==> src/rtl/delay_sel_pkg.sv <==
package delay_sel_pkg;
  typedef enum logic [1:0] {
    OVR_NONE = 2'd0,
    OVR_MIN  = 2'd1,
    OVR_MAX  = 2'd2
  } ovr_e;

  // minimum override has priority
  function automatic ovr_e ovr_decode(input logic mn, input logic mx);
    if (mn)      return OVR_MIN;
    else if (mx) return OVR_MAX;
    else         return OVR_NONE;
  endfunction
endpackage

==> src/rtl/delay_latch_bank.sv <==
module delay_latch_bank
  import delay_sel_pkg::*;
#(
  parameter int ADDR_W    = 7,
  parameter int FRAC_BITS = 2
) (
  input  logic            clk_i,
  input  logic            rst_ni,
  input  logic            hold_i,
  input  ovr_e            ovr_i,
  input  logic [ADDR_W:0] bus_i,
  output logic [ADDR_W:0] lat_o,
  output logic            max_o
);
  for (genvar k = 0; k <= ADDR_W; k++) begin : g_bit
    localparam logic SET_V = (k >= FRAC_BITS);
    logic bit_q;
    always_ff @(posedge clk_i or negedge rst_ni) begin
      if (!rst_ni) begin
        bit_q <= 1'b0;
      end else begin
        case (ovr_i)
          OVR_MIN: bit_q <= 1'b0;
          OVR_MAX: bit_q <= SET_V;
          default: if (!hold_i) bit_q <= bus_i[k];
        endcase
      end
    end
    assign lat_o[k] = bit_q;
  end

  logic max_q;
  always_ff @(posedge clk_i or negedge rst_ni) begin
    if (!rst_ni) max_q <= 1'b0;
    else         max_q <= (ovr_i == OVR_MAX);
  end
  assign max_o = max_q;
endmodule

==> src/rtl/delay_calc.sv <==
module delay_calc #(
  parameter int ADDR_W    = 7,
  parameter int FRAC_BITS = 2,
  localparam int DLY_W    = ADDR_W + 1
) (
  input  logic [ADDR_W-1:0] code_i,
  input  logic              max_i,
  output logic [DLY_W-1:0]  delay_o
);
  localparam logic [DLY_W-1:0] EXTRA = DLY_W'(1 << FRAC_BITS);
  always_comb begin
    delay_o = DLY_W'(code_i);
    if (max_i) delay_o = delay_o + EXTRA;
  end
endmodule

==> src/rtl/tap_line.sv <==
module tap_line #(
  parameter int DEPTH = 129,
  parameter int TAP_W = 8
) (
  input  logic             clk_i,
  input  logic             rst_ni,
  input  logic             sig_i,
  input  logic [TAP_W-1:0] tap_i,
  input  logic             mute_i,
  output logic             sig_o
);
  logic [DEPTH-1:0] sr_q;
  logic             tapped;

  always_ff @(posedge clk_i or negedge rst_ni) begin
    if (!rst_ni) sr_q <= '0;
    else         sr_q <= {sr_q[DEPTH-2:0], sig_i};
  end

  always_comb begin
    tapped = sr_q[DEPTH-1];
    for (int i = 0; i < DEPTH; i++)
      if (int'(tap_i) == i) tapped = sr_q[i];
  end

  assign sig_o = mute_i ? 1'b0 : tapped;
endmodule

==> src/rtl/delay_sel_ctrl.sv <==
module delay_sel_ctrl
  import delay_sel_pkg::*;
#(
  parameter int ADDR_W    = 7,
  parameter int FRAC_BITS = 2,
  localparam int DLY_W    = ADDR_W + 1,
  localparam int DEPTH    = (1 << ADDR_W) + 1
) (
  input  logic              clk_i,
  input  logic              rst_ni,
  input  logic [ADDR_W-1:0] sel_i,
  input  logic              casc_i,
  input  logic              hold_i,
  input  logic              force_min_i,
  input  logic              force_max_i,
  input  logic              mute_i,
  input  logic              sig_i,
  output logic [DLY_W-1:0]  delay_o,
  output logic              casc_o,
  output logic              casc_n_o,
  output logic              sig_o
);
  ovr_e            ovr;
  logic [ADDR_W:0] lat;
  logic            max_q;

  assign ovr = ovr_decode(force_min_i, force_max_i);

  delay_latch_bank #(.ADDR_W(ADDR_W), .FRAC_BITS(FRAC_BITS)) u_lat (
    .clk_i  (clk_i),
    .rst_ni (rst_ni),
    .hold_i (hold_i),
    .ovr_i  (ovr),
    .bus_i  ({casc_i, sel_i}),
    .lat_o  (lat),
    .max_o  (max_q)
  );

  delay_calc #(.ADDR_W(ADDR_W), .FRAC_BITS(FRAC_BITS)) u_calc (
    .code_i  (lat[ADDR_W-1:0]),
    .max_i   (max_q),
    .delay_o (delay_o)
  );

  tap_line #(.DEPTH(DEPTH), .TAP_W(DLY_W)) u_line (
    .clk_i  (clk_i),
    .rst_ni (rst_ni),
    .sig_i  (sig_i),
    .tap_i  (delay_o),
    .mute_i (mute_i),
    .sig_o  (sig_o)
  );

  assign casc_o   = lat[ADDR_W];
  assign casc_n_o = ~lat[ADDR_W];
endmodule

==> config.mk <==
export PLATFORM = sky130hd
export DESIGN_NAME = delay_sel_ctrl
export DESIGN_NICKNAME = d
export VERILOG_FILES = /design/src/rtl/delay_sel_pkg.sv /design/src/rtl/delay_latch_bank.sv /design/src/rtl/delay_calc.sv /design/src/rtl/tap_line.sv /design/src/rtl/delay_sel_ctrl.sv
export SDC_FILE = /design/constraint.sdc
export NUM_CORES = 1
export LEC_CHECK = 0
export ABC_AREA = 1
export ABC_CLOCK_PERIOD_IN_PS = 20200
export BUFFER_PORTS_ARGS = -buffer_cell sky130_fd_sc_hd__buf_2
export CAP_MARGIN = 20
export CELL_PAD_IN_SITES_DETAIL_PLACEMENT = 2
export CELL_PAD_IN_SITES_GLOBAL_PLACEMENT = 2
export CORE_MARGIN = 1.5
export CORE_UTILIZATION = 40
export DETAILED_ROUTE_END_ITERATION = 16
export PLACE_DENSITY = 0.92
export SYNTH_ARGS = -nofsm -noshare
export SYNTH_HDL_FRONTEND = slang
export SYNTH_SLANG_ARGS = --single-unit
==> constraint.sdc <==
create_clock -name clk_i -period 20.2 [get_ports clk_i]
set_input_delay 1.01 -clock clk_i [delete_from_list [all_inputs] [get_ports clk_i]]
set_output_delay 1.01 -clock clk_i [all_outputs]
set_load 0.03 [all_outputs]
==> results.cfg <==
[final_layout]
drive_gt1_frac = 0.118
n_antenna_cell = 0
final_cell_area_um2 = 7420
syn2layout_area_growth_pct = 12.2
fillCellCount = 1827
multiInputGateArea_um2 = 2270
ff_latch_area_um2 = 3450
nets = 868

[die]
die-area_um2 = 17300
start_util = 0.414
io_pins = 26
die_w_um = 132
core_um2 = 16000
fp.dieH_um = 132
rows = 46

[sta]
slew_headroom = 0.316
rsz0062_at_grt = no
period_needed_ns = 13.09
hold_slack_ns = 0.371
finalClockSkew_ns = 0.00522
hold_viol_final = 0
finalMaxSlewViolations = 0
fmax_mhz = 76.4
tightest_slew_ns = 1.02
setup-violations-final = 0
final.setup.tns_ns = 0
fin_crit_sh = 0.648

[setup_path]
crit_top_cell = nand2_1
cp_num_buf_inv = 5
cp.required_ns = 19.19
path_max_fanout = 13
worstPathArrival_ns = 12.08
cp_slowest_cell = nor2_2
crit_path_end_kind = output port
max_stage_delay_ns = 0.77
crit_family = simple AND/OR/NAND/NOR gates
critPathKind = register to output port
startpoint_type = register

[synthesis]
async_flop_share = 1.00
synthesis.area_um2 = 6620
synth_top_family_by_area = simple AND/OR/NAND/NOR gates
synth-simple-area-share = 0.275
synth_compound_area_frac = 0.0630
avgSynthCellArea_um2 = 8.02
synth.yosys.seq_area_share = 0.522
synth_cell_type_count = 35
synth-xor-area-share = 0.00246
synth_common_cells = 311 x nand2_1, 138 x dfrtp_1, 135 x inv_1
ys.flop_type = dfrtp_1
synth_top_area_frac = 0.522
synth.most_common_cell = nand2_1
synthesis.nets = 841
syn_inst = 825
ys_top_cells_by_area = dfrtp_1 52%, nand2_1 18%, inv_1 7.7%
synth_top_cell_by_area = dfrtp_1
synthAdderAreaFrac = 0.00189
muxShareOfSynthArea = 0
synth-seq-cells = 138
synth_warnings = 0
synth-edff-count = 0

[clock_tree]
clk_pin_slew_ns = 0.07
htree_num_levels = 4
postCtsSetupBuffers = 0
clkLatencyLatePin_ns = 0.44
numCtsBuffers = 17
cts_tree = done
root_buffer = clkbuf_16
clock-sinks = 138
cts_resized = 0
ctsHoldBuffers = 0
clockBufferDepth = 2

[global_routing]
grt_pass1_wl_mm = 41.0
grt_usage = 0.319
grt_max_degree = 72
grt_pass1_vias = 6980
antenna_found_initial = 0
grt-ovfl-total = 0

[pwr]
leakagePower_uw = 0.00378
power_density_nw_per_um2 = 101
vdd_ir_drop_max_uv = 69.8

[job]
cap_violations = 0

[outcome]
outcome = finished, final reports clean

[drt]
routedWlPerCell_um = 24.4
drt-initial-drc-count = 287
drt_wl_total_mm = 26.3
vias = 5834
ant_nets = 0
first_pass_iters = 4
drc = 0
viasPerCell = 5.40

[placement]
io_buffers = 25
placed_cell_area_um2 = 6770
dp_hpwl_mm = 15.7
gp_congestion = 0.811

[min_path]
min_path_type = register to register
==> worst reg2reg max path, delay by kind of cell, from the launching register on <==
family / cells / cell delay (ns)
flops: 1 / 0.42
compound gates: 1 / 0.25
buf+inv: 1 / 0.11
==> final timing paths <==
kind / startpoint / end / slack (ns) / depth (start not counted)
max in group asynchronous: rst_ni / u_line.sr_q[11]$_DFF_PN0_ / 18.20 / 2
min in group asynchronous: rst_ni / u_line.sr_q[125]$_DFF_PN0_ / 0.60 / 1
min reg2reg: u_line.sr_q[94]$_DFF_PN0_ / u_line.sr_q[95]$_DFF_PN0_ / 0.37 / 0
max reg2reg: u_lat.g_bit[4].bit_q$_DFFE_PN0P_ / u_lat.g_bit[4].bit_q$_DFFE_PN0P_ / 19.31 / 2
max: u_lat.g_bit[2].bit_q$_DFFE_PN0P_ / sig_o / 7.11 / 153
min: u_line.sr_q[94]$_DFF_PN0_ / u_line.sr_q[95]$_DFF_PN0_ / 0.37 / 0
==> flip-flops by register name (all words and copies together), names as in the netlist <==
name               cells
u_lat.g_bit.bit_q      8
u_line.sr_q          129
u_lat.max_o            1
==> where the power goes <==
part           total [uW]  internal [uW]  switching (uW)
clock                 357            224             133
sequential            288            283            5.65
combinational         106           24.8            81.3
total                 752            532             220
==> through the flow <==
step                      utilization  setup WS, ns  power [uW]  std cells
final                           0.464          7.11         752       1081
after global routing            0.464          5.61         776       1081
after CTS                       0.464          7.06         755       1081
after detailed placement        0.423          8.43         392       1049
after global placement          0.423          9.60         381       1049
after floorplan                     -         11.28         358        825
==> layout by cell type (no fill, tap or decap), types with 2 or more instances in the layout <==
cell        count
a21oi_1         3
a31oi_1         4
buf_2          24
buf_4          11
bufinv_16       5
clkbuf_16      17
clkbuf_8        2
clkinv_2        5
clkinvlp_4      3
dfrtp_1       138
inv_1         135
inv_2          10
nand2_1       311
nand2_2         5
nand3_1        81
nor2_1         24
nor2_2          7
nor2_4          3
o21ai_0        34
o21ai_1         2
o22ai_1        26
or2_2           2
==> final cells by class <==
class | count | share of cell area
Inverter | 147 | 0.0762
Timing Repair Buffer | 36 | 0.0288
Clock inverter | 13 | 0.0266
Multi-Input combinational cell | 512 | 0.306
Sequential cell | 138 | 0.465
Tap cell | 216 | 0.0364
Clock buffer | 19 | 0.0610
==> cells by family (layout without fill, tap and decap cells) <==
| family | Yosys count | count (layout) |
|---|---|---|
| XOR/XNOR | 1 | 1 |
| flip-flops | 138 | 138 |
| buffers and inverters | 175 | 215 |
| AND/OR/NAND/NOR | 437 | 437 |
| AO/OA/AOI/OAI | 73 | 73 |
| adder cells (fa/ha/maj) | 1 | 1 |
==> per-layer routing <==
| metal | share of wire | global-route usage | routed length, um | vias to the layer above |
|---|---|---|---|---|
| li1 | - | - | - | 2579 |
| met1 | 0.39 | 0.365 | 10300 | 3054 |
| met2 | 0.52 | 0.564 | 13700 | 136 |
| met3 | 0.045 | 0.0687 | 1190 | 65 |
| met4 | 0.044 | 0.160 | 1170 | 0 |
| met5 | 0 | 0 | 0 | - |
(Power assumes the default switching activity.)
